<file path="config.mk">
export PLATFORM = sky130hd
export DESIGN_NAME = bus_byte_parity
export DESIGN_NICKNAME = d
export VERILOG_FILES = /design/src/rtl/bus_byte_parity.sv
export SDC_FILE = /design/constraint.sdc
export NUM_CORES = 1
export LEC_CHECK = 0
export CELL_PAD_IN_SITES_DETAIL_PLACEMENT = 1
export CELL_PAD_IN_SITES_GLOBAL_PLACEMENT = 1
export CORE_MARGIN = 3
export CORE_UTILIZATION = 20
export DETAILED_ROUTE_END_ITERATION = 6
export HOLD_SLACK_MARGIN = 0.02
export MAX_ROUTING_LAYER = met4
export PLACE_DENSITY_LB_ADDON = 0.1
export RECOVER_POWER = 50
export SETUP_SLACK_MARGIN = 0.15
export SYNTH_ARGS = -nofsm -noshare
export SYNTH_HDL_FRONTEND = slang
export SYNTH_SLANG_ARGS = --single-unit
</file>
<file path="constraint.sdc">
create_clock -name clk -period 2.57 [get_ports clk]
set_clock_uncertainty 0.2 [all_clocks]
set_input_delay 0.514 -clock clk [delete_from_list [all_inputs] [get_ports clk]]
set_output_delay 0.514 -clock clk [all_outputs]
set_load 0.005 [all_outputs]
</file>
<file path="src/rtl/bus_byte_parity.sv">
module bus_byte_parity #(
  parameter int WORD_W = 32,
  parameter int BYTE_W = 8,
  localparam int LANES = 2 * WORD_W / BYTE_W
) (
  input  logic              clk,
  input  logic              rst_n,
  input  logic              cfg_gen_en,
  input  logic              cfg_err_en,
  input  logic              drive_en,
  input  logic [WORD_W-1:0] wr_hi,
  input  logic [WORD_W-1:0] wr_lo,
  output logic [LANES-1:0]  par_out,
  output logic              par_oe,
  input  logic              rd_active,
  input  logic              xfer_ack,
  input  logic [WORD_W-1:0] rd_hi,
  input  logic [WORD_W-1:0] rd_lo,
  input  logic [LANES-1:0]  rd_par,
  output logic              chk_stop,
  output logic [LANES-1:0]  lane_err
);

  logic [2*WORD_W-1:0] wr_bus, rd_bus;
  logic [LANES-1:0]    gen_bit, bad;
  logic                sample, hit;

  assign wr_bus = {wr_hi, wr_lo};
  assign rd_bus = {rd_hi, rd_lo};

  for (genvar g = 0; g < LANES; g++) begin : g_lane
    assign gen_bit[g] = ~^wr_bus[g*BYTE_W +: BYTE_W];
    assign bad[g]     = ~^{rd_bus[g*BYTE_W +: BYTE_W], rd_par[g]};
  end

  assign par_out = cfg_gen_en ? gen_bit : '0;
  assign par_oe  = drive_en;

  assign sample = rd_active & xfer_ack;
  assign hit    = sample & cfg_err_en & (|bad);

  always_ff @(posedge clk) begin
    if (!rst_n) begin
      chk_stop <= 1'b0;
      lane_err <= '0;
    end else if (hit && !chk_stop) begin
      chk_stop <= 1'b1;
      lane_err <= bad;
    end
  end

  p_odd_total_r1: assert property (@(posedge clk) disable iff (!rst_n)
    cfg_gen_en |-> (($countones({wr_bus, par_out}) % 2) == (LANES % 2)));

  p_zero_when_off_r2: assert property (@(posedge clk) disable iff (!rst_n)
    !cfg_gen_en |-> ($countones(par_out) == 0));

  p_rise_needs_ack_r4: assert property (@(posedge clk) disable iff (!rst_n)
    $rose(chk_stop) |-> $past(rd_active && xfer_ack));

  p_rise_needs_en_r6: assert property (@(posedge clk) disable iff (!rst_n)
    $rose(chk_stop) |-> $past(cfg_err_en));

  p_sticky_r7: assert property (@(posedge clk) disable iff (!rst_n)
    chk_stop |=> chk_stop);

  p_capture_nonzero_r8: assert property (@(posedge clk) disable iff (!rst_n)
    $rose(chk_stop) |-> (lane_err != '0));

  p_hold_r8: assert property (@(posedge clk) disable iff (!rst_n)
    (chk_stop && $past(chk_stop)) |-> $stable(lane_err));

  p_clear_r8: assert property (@(posedge clk) disable iff (!rst_n)
    !chk_stop |-> (lane_err == '0));

endmodule

</file>
# --- Word-level counts from Yosys, hierarchy flattened ---
# Cells that the tools add are included.
word_totals:
  regBits: 9
  in_bits: 143
classes:
  n_mux: 1
  bitwise_logic: 3
  reduce_logical: 19
ops:
  columns: ["operator", "count"]
  rows:
  - ["XNOR reduction 9 bit", 8]
  - ["XNOR reduction 8 bit", 8]
  - ["2-to-1 mux 8 bit", 1]
  - ["OR reduction 8 bit", 1]
  - ["bitwise AND 1 bit", 3]
  - ["logical AND 1 bit", 1]
  - ["logical NOT 1 bit", 1]

# --- Longest topological paths before layout ---
# Gate-level depths: netlist of the first run.
logic_depth:
  ltp_word: 4
  depth_mapped: 7
  mapped_depth_nobuf: 6

# --- Worst setup path before layout of the first run ---
# OpenSTA, ideal clock, no wires.
synth_path:
  path_kind: "input port to flip-flop"
  startpoint: "in rd_hi[19]"
  endpoint: "reg chk_stop"
  setup_time_ns: 0.115
  t_arrival_ns: 1.813
  required_ns: 2.255
  setup_slack_ns: 0.442
  stages: 7
  n_path_buf: 1
  cell_sequence: "xnor2_1 xnor3_1 xnor2_1 nand4_1 o21a_1 buf_6 o21a_1"
synth_via:
  elab_chain_len: 4
synth_lines:
  columns: ["element", "line_no", "rtl"]
  rows:
  - ["start, declared", "17", "input logic [WORD_W-1:0] rd_hi,"]
  - ["XNOR reduction 9 bit", "33", "assign bad[g] = ~^{rd_bus[g*BYTE_W +: BYTE_W], rd_par[g]};"]
  - ["OR reduction 8 bit", "40", "assign hit = sample & cfg_err_en & (|bad);"]
  - ["bitwise AND 1 bit", "40", null]
  - ["logical AND 1 bit", "46", "end else if (hit && !chk_stop) begin"]
  - ["end signal, assigned", "44", "chk_stop <= 1'b0;"]
  - ["end signal, assigned", "47", "chk_stop <= 1'b1;"]
  - ["end, declared", "20", "output logic chk_stop,"]
# No other way between the ends.
# A chain may end at the register's enable or synchronous reset.

# --- Worst setup path in the final report of the first run ---
layout_path:
  startpoint: "in wr_hi[10]"
  endpoint: "out par_out[5]"
layout_via:
  elab_chain_len: 2
layout_lines:
  columns: ["element", "line_no", "rtl"]
  rows:
  - ["start, declared", "11", "input logic [WORD_W-1:0] wr_hi,"]
  - ["XNOR reduction 8 bit", "32", "assign gen_bit[g] = ~^wr_bus[g*BYTE_W +: BYTE_W];"]
  - ["2-to-1 mux 8 bit", "36", "assign par_out = cfg_gen_en ? gen_bit : '0;"]
  - ["end, declared", "13", "output logic [LANES-1:0] par_out,"]
# No other way between the ends.

==> metrics.txt, run 1 <==
fmax=418.4 MHz; CP required=1.86 ns; Port Buffers=158; Lkg Pwr=2.031 nW; Crit Path Max Fanout=1; Pre-antenna DRT Iters=3; Clock Root Buffer=clkbuf_8; Clk pin slew, worst setup/hold paths=0.04 ns; status=completed; H-Tree Depth=1; Yosys warning count=0; Synth Net Count=304; cells after synthesis=161; Area Growth Syn to Fin=131.2%; register bit total from synthesis=9; critical path class=primary input to output port; row cnt=32; overall routing resource usage=10.85%; # IOs=161; WP data arrival=1.68 ns; vias in the first global route=1716; layout cells sized above 1=17.39%; most frequent cells in the layout=dlymetal6s2s_1 (61), xnor2_1 (53), clkdlybuf4s50_1 (52); Placer Congestion=0.6622; synthesized area=0.001602 mm^2; Via Count=1692; Antenna Nets Post-Route=0; largest cells by area after synthesis=xnor2_1 (48%), dfxtp_1 (11%), xnor3_1 (11%), xnor2_2 (8.1%), mux2i_1 (5.0%); most common cell after layout, fill and taps aside=dlymetal6s2s_1; Yosys top cell by area=xnor2_1; Tightest Pin Transition=0.5767 ns; Worst setup SP type=primary input; Die Wd=95.49 um; Num CTS Buffers=3; area share of the largest cell type after synthesis=48.12%; routed wire length=5423 um; Post-Layout Cell Count=426; number of max-cap violations=0; CTS tree=done; DR vias/cell=3.972; Final WS setup=0.1798 ns; Core Area=0.007767 mm^2; Syn Area/Cell=9.947 um^2; initial core utilization=20.62%; placed insts=420; worst slack at placement=-0.2460 ns; Final min period=2.390 ns; Post-CTS Hold Buffers=0; global route total overflow=0; Slew Limit Headroom=61.43%; Clock Path Buffers=2; NumNets Final=466; DR WL/cell=12.73 um; initial DRC count=1; Final setup viols=0; Residual DRC=0; Max VDD drop=111.7 uV; Hold Crit Class=flip-flop to flip-flop; PwrDens=306.4 mW/mm^2; first-pass GRT wire length=7555 um; Die Area=0.009117 mm^2; post-synth cell types=15; Clk Latency, worst-skew pair=0.23 ns; placed cell area=0.003303 mm^2; TritonCTS Sinks=9; Final Max Tran Viols=0; fin area=0.003702 mm^2; setup TNS=0 ns; post-synthesis sequential area ratio=11.25%; DP HPWL=4772 um; hold violation total from the final report=0; largest net degree at the start of global routing=18; RSZ-0062 raised after global routing=true; Worst Setup End Kind=output port; Die Ht=95.49 um; Tcrit/Tclk final=93.00%; initial antenna violation count=2
## kinds of logic after synthesis
group | synth area share [%]
buf+inv | 1.406
compound gates | 0.9372
simple gates | 9.531
mux | 5.000
flops | 11.25
xor+xnor | 71.87
## synth_stat cells, drive strengths merged
| library cell | instances |
|---|---|
| and2 | 8 |
| and4b | 1 |
| buf | 2 |
| clkbuf | 1 |
| dfxtp | 9 |
| mux2i | 8 |
| nand2 | 8 |
| nand2b | 8 |
| nand4 | 2 |
| o21a | 2 |
| xnor2 | 96 |
| xnor3 | 8 |
| xor2 | 8 |
## stage by stage
stage | total power (W) | hold WS [ns] | utilization, %
after floorplan | 0.0005764 | 0.2511 | -
after global placement | 0.0009432 | 0.2425 | 42.53
after detailed placement | 0.0009488 | 0.2507 | 42.53
after CTS | 0.001135 | 0.2590 | 43.12
after global routing | 0.001224 | 0.2768 | 47.66
final | 0.001134 | 0.2538 | 47.66
## critical path, stage by stage
cell,delay [ns]
clkdlybuf4s50_1,0.44
xnor2_2,0.15
xnor2_1,0.18
xnor2_1,0.13
and2_1,0.14
clkbuf_2,0.11
## layer usage
metal | share of wire [%] | vias up | global-route usage (%)
met5 | 0 | - | -
met4 | 0.55 | 0 | 2.133
met3 | 13 | 5 | 4.578
met2 | 48 | 105 | 19.07
met1 | 38 | 753 | 11.43
li1 | - | 829 | -
## power by group
group / internal (W) / switching (W)
sequential: 0.000151 / 0.00000489
combinational: 0.000538 / 0.000274
clock: 0.000108 / 0.0000577
## worst paths after layout
check	depth (start not counted)	endpoint	startpoint	slack [ns]
setup / recovery	6	par_out[5]	wr_hi[10]	0.18
hold / removal	2	lane_err[1]	lane_err[1]	0.25
setup reg to reg	4	lane_err[0]	chk_stop	1.20
hold reg to reg	2	lane_err[1]	lane_err[1]	0.25
## flip-flops by register name, summed over array words and instances (netlist names)
name and flops:
lane_err 8, chk_stop 1
## final cells by class
class / instances / area [um^2]
fill: 869 / 4065
multi-input combinational: 149 / 1662
clock buffer: 4 / 45.04
tap: 102 / 127.6
sequential: 9 / 180.2
antenna: 2 / 5.005
timing repair buffer: 160 / 1683
## what timing repair did
action                     in CTS  in global routing
pin swaps                      56                 65
setup buffers                   0                  0
setup endpoints to repair      17                 16
gates resized for setup        68                 91
(Power assumes the default switching activity.)
==> run 2: changes to the inputs <==
- HOLD_SLACK_MARGIN: 0.02 -> 0.12
==> results of run 2 <==
The final DEF is identical to that of run 1; final timing and power are the same.
==> run 3: changes to the inputs <==
- SKIP_CTS_REPAIR_TIMING: default -> 1
==> metrics.txt, run 3 (synthesis gave the netlist of run 1 again) <==
status=completed (unchanged); Antenna Nets Post-Route=0 (unchanged); vias in the first global route=1717 (was 1716); Post-Layout Cell Count=426 (unchanged); DR WL/cell=12.88 um (was 12.73 um); Final Max Tran Viols=0 (unchanged); number of max-cap violations=0 (unchanged); gr busiest metal=met2 (unchanged); Clk pin slew, worst setup/hold paths=0.04 ns (about the same); Core Area=0.007767 mm^2 (unchanged); WP data arrival=1.65 ns (was 1.68 ns); Slew Limit Headroom=61.34% (was 61.43%); Tcrit/Tclk final=91.89% (was 93.00%); Worst Setup End Kind=output port (unchanged); critical path endpoint=par_out[0] (was par_out[5]); Die Ht=95.49 um (unchanged); H-Tree Depth=1 (unchanged); most common cell after layout, fill and taps aside=dlymetal6s2s_1 (unchanged); Top reg by flops=lane_err (unchanged); global routing usage on met2=19.07% (unchanged); Pre-antenna DRT Iters=1 (was 3); initial antenna violation count=2 (unchanged); Area Growth Syn to Fin=134.8% (was 131.2%); most frequent cells in the layout=dlymetal6s2s_1 (86), xnor2_1 (58), clkdlybuf4s50_1 (54) (was dlymetal6s2s_1 (61), xnor2_1 (53), clkdlybuf4s50_1 (52)); initial DRC count=0 (was 1); NumNets Final=466 (unchanged); global route total overflow=0 (unchanged); Residual DRC=0 (unchanged); RSZ-0062 raised after global routing=false (was true); CP required=1.86 ns (about the same); Clock Root Buffer=clkbuf_8 (unchanged); fmax=423.4 MHz (was 418.4 MHz); top flop regs=lane_err: 8 flops, chk_stop: 1 flops (unchanged); placed insts=420 (unchanged); # IOs=161 (unchanged); routed wire length=5489 um (was 5423 um); CTS tree=done (unchanged); Die Wd=95.49 um (unchanged); setup TNS=0 ns (unchanged); DP HPWL=4772 um (unchanged); grt met1 use=10.36% (was 11.43%); Die Area=0.009117 mm^2 (unchanged); first-pass GRT wire length=7307 um (was 7555 um); Final min period=2.362 ns (was 2.390 ns); Crit Path Max Fanout=1 (unchanged); Tightest Pin Transition=0.5781 ns (was 0.5767 ns); FF-to-FF path depth=4 (unchanged); Clock Path Buffers=2 (unchanged); max FFs per register=8 (unchanged); TritonCTS Sinks=9 (unchanged); initial core utilization=20.62% (unchanged); Worst setup SP type=primary input (unchanged); Port Buffers=158 (unchanged); Critical R2R Capture=lane_err[5] (was lane_err[0]); Lkg Pwr=2.195 nW (was 2.031 nW); hold violation total from the final report=0 (unchanged); DR vias/cell=3.991 (was 3.972); flop2flop setup slack=1.20 ns (about the same); Num CTS Buffers=3 (unchanged); Hold Crit Class=flip-flop to flip-flop (unchanged); Clk Latency, worst-skew pair=0.23 ns (about the same); Via Count=1700 (was 1692); overall routing resource usage=10.59% (was 10.85%); layout cells sized above 1=15.84% (was 17.39%); critical path class=primary input to output port (unchanged); reg-to-reg critical path startpoint=chk_stop (unchanged); Final setup viols=0 (unchanged); Max VDD drop=111.0 uV (was 111.7 uV); row cnt=32 (unchanged); Placer Congestion=0.6622 (unchanged); Setup crit start=wr_lo[7] (was wr_hi[10]); met3 GRT Util=5.130% (was 4.578%); PwrDens=302.2 mW/mm^2 (was 306.4 mW/mm^2); worst slack at placement=-0.2460 ns (unchanged); number of fillers in the final layout=857 (was 869); largest net degree at the start of global routing=18 (unchanged); Final WS setup=0.2084 ns (was 0.1798 ns)
[run 3: cell count changes in the layout (fill, tap and decap cells not counted), sizes merged]
cell and change:
clkbuf -1, clkdlybuf4s15 -1, dlygate4sd2 -27, dlymetal6s2s +25, dlygate4sd3 +1, clkdlybuf4s50 +2, buf +1
[run 3: layout make-up]
cell class,count,area (um^2),area share (%)
diodes,2,5.005,0.1331
clock buffers,4,45.04,1.198
multi-input cells,149,1624,43.18
flip-flops and latches,9,180.2,4.790
well taps,102,127.6,3.393
repair buffers,160,1779,47.31
[run 3: critical path, stage by stage]
cell,delay [ns]
clkdlybuf4s50_1,0.47
xnor2_1,0.13
xnor2_1,0.16
xnor2_1,0.13
and2_1,0.13
buf_2,0.11
[run 3: how the worst min path moves through the flow]
| stage | start | endpoint | slack (ns) | cells past startpoint |
|---|---|---|---|---|
| 3_3_place_gp | lane_err[5] | lane_err[5] | 0.24 | 2 |
| 4_1_cts | lane_err[1] | lane_err[1] | 0.26 | 2 |
| 5_1_grt | lane_err[7] | lane_err[7] | 0.28 | 2 |
| 3_5_place_dp | lane_err[6] | lane_err[6] | 0.25 | 2 |
| 2_1_floorplan | lane_err[0] | lane_err[0] | 0.25 | 2 |
| 6_report | lane_err[1] | lane_err[1] | 0.26 | 2 |
[run 3: per-layer routing]
layer  share of wire [%]  up-vias
li1                    -      830
met1                  36      760
met2                  48      105
met3                  15        5
met4                0.55        0
met5                   0        -
[run 3: stage by stage]
step                total power [W]  cell area, um^2  hold WS, ns  utilization (%)
floorplan                 0.0005764             1602       0.2511                -
global placement          0.0009432             3303       0.2425            42.53
detailed placement        0.0009488             3303       0.2507            42.53
CTS                        0.001122             3348       0.2590            43.11
global route               0.001225             3761       0.2768            48.42
finish                     0.001137             3761       0.2553            48.42
[run 3: where the power goes]
part           internal, W  switching (W)
sequential        0.000151     0.00000489
clock             0.000108      0.0000593
combinational     0.000541       0.000272
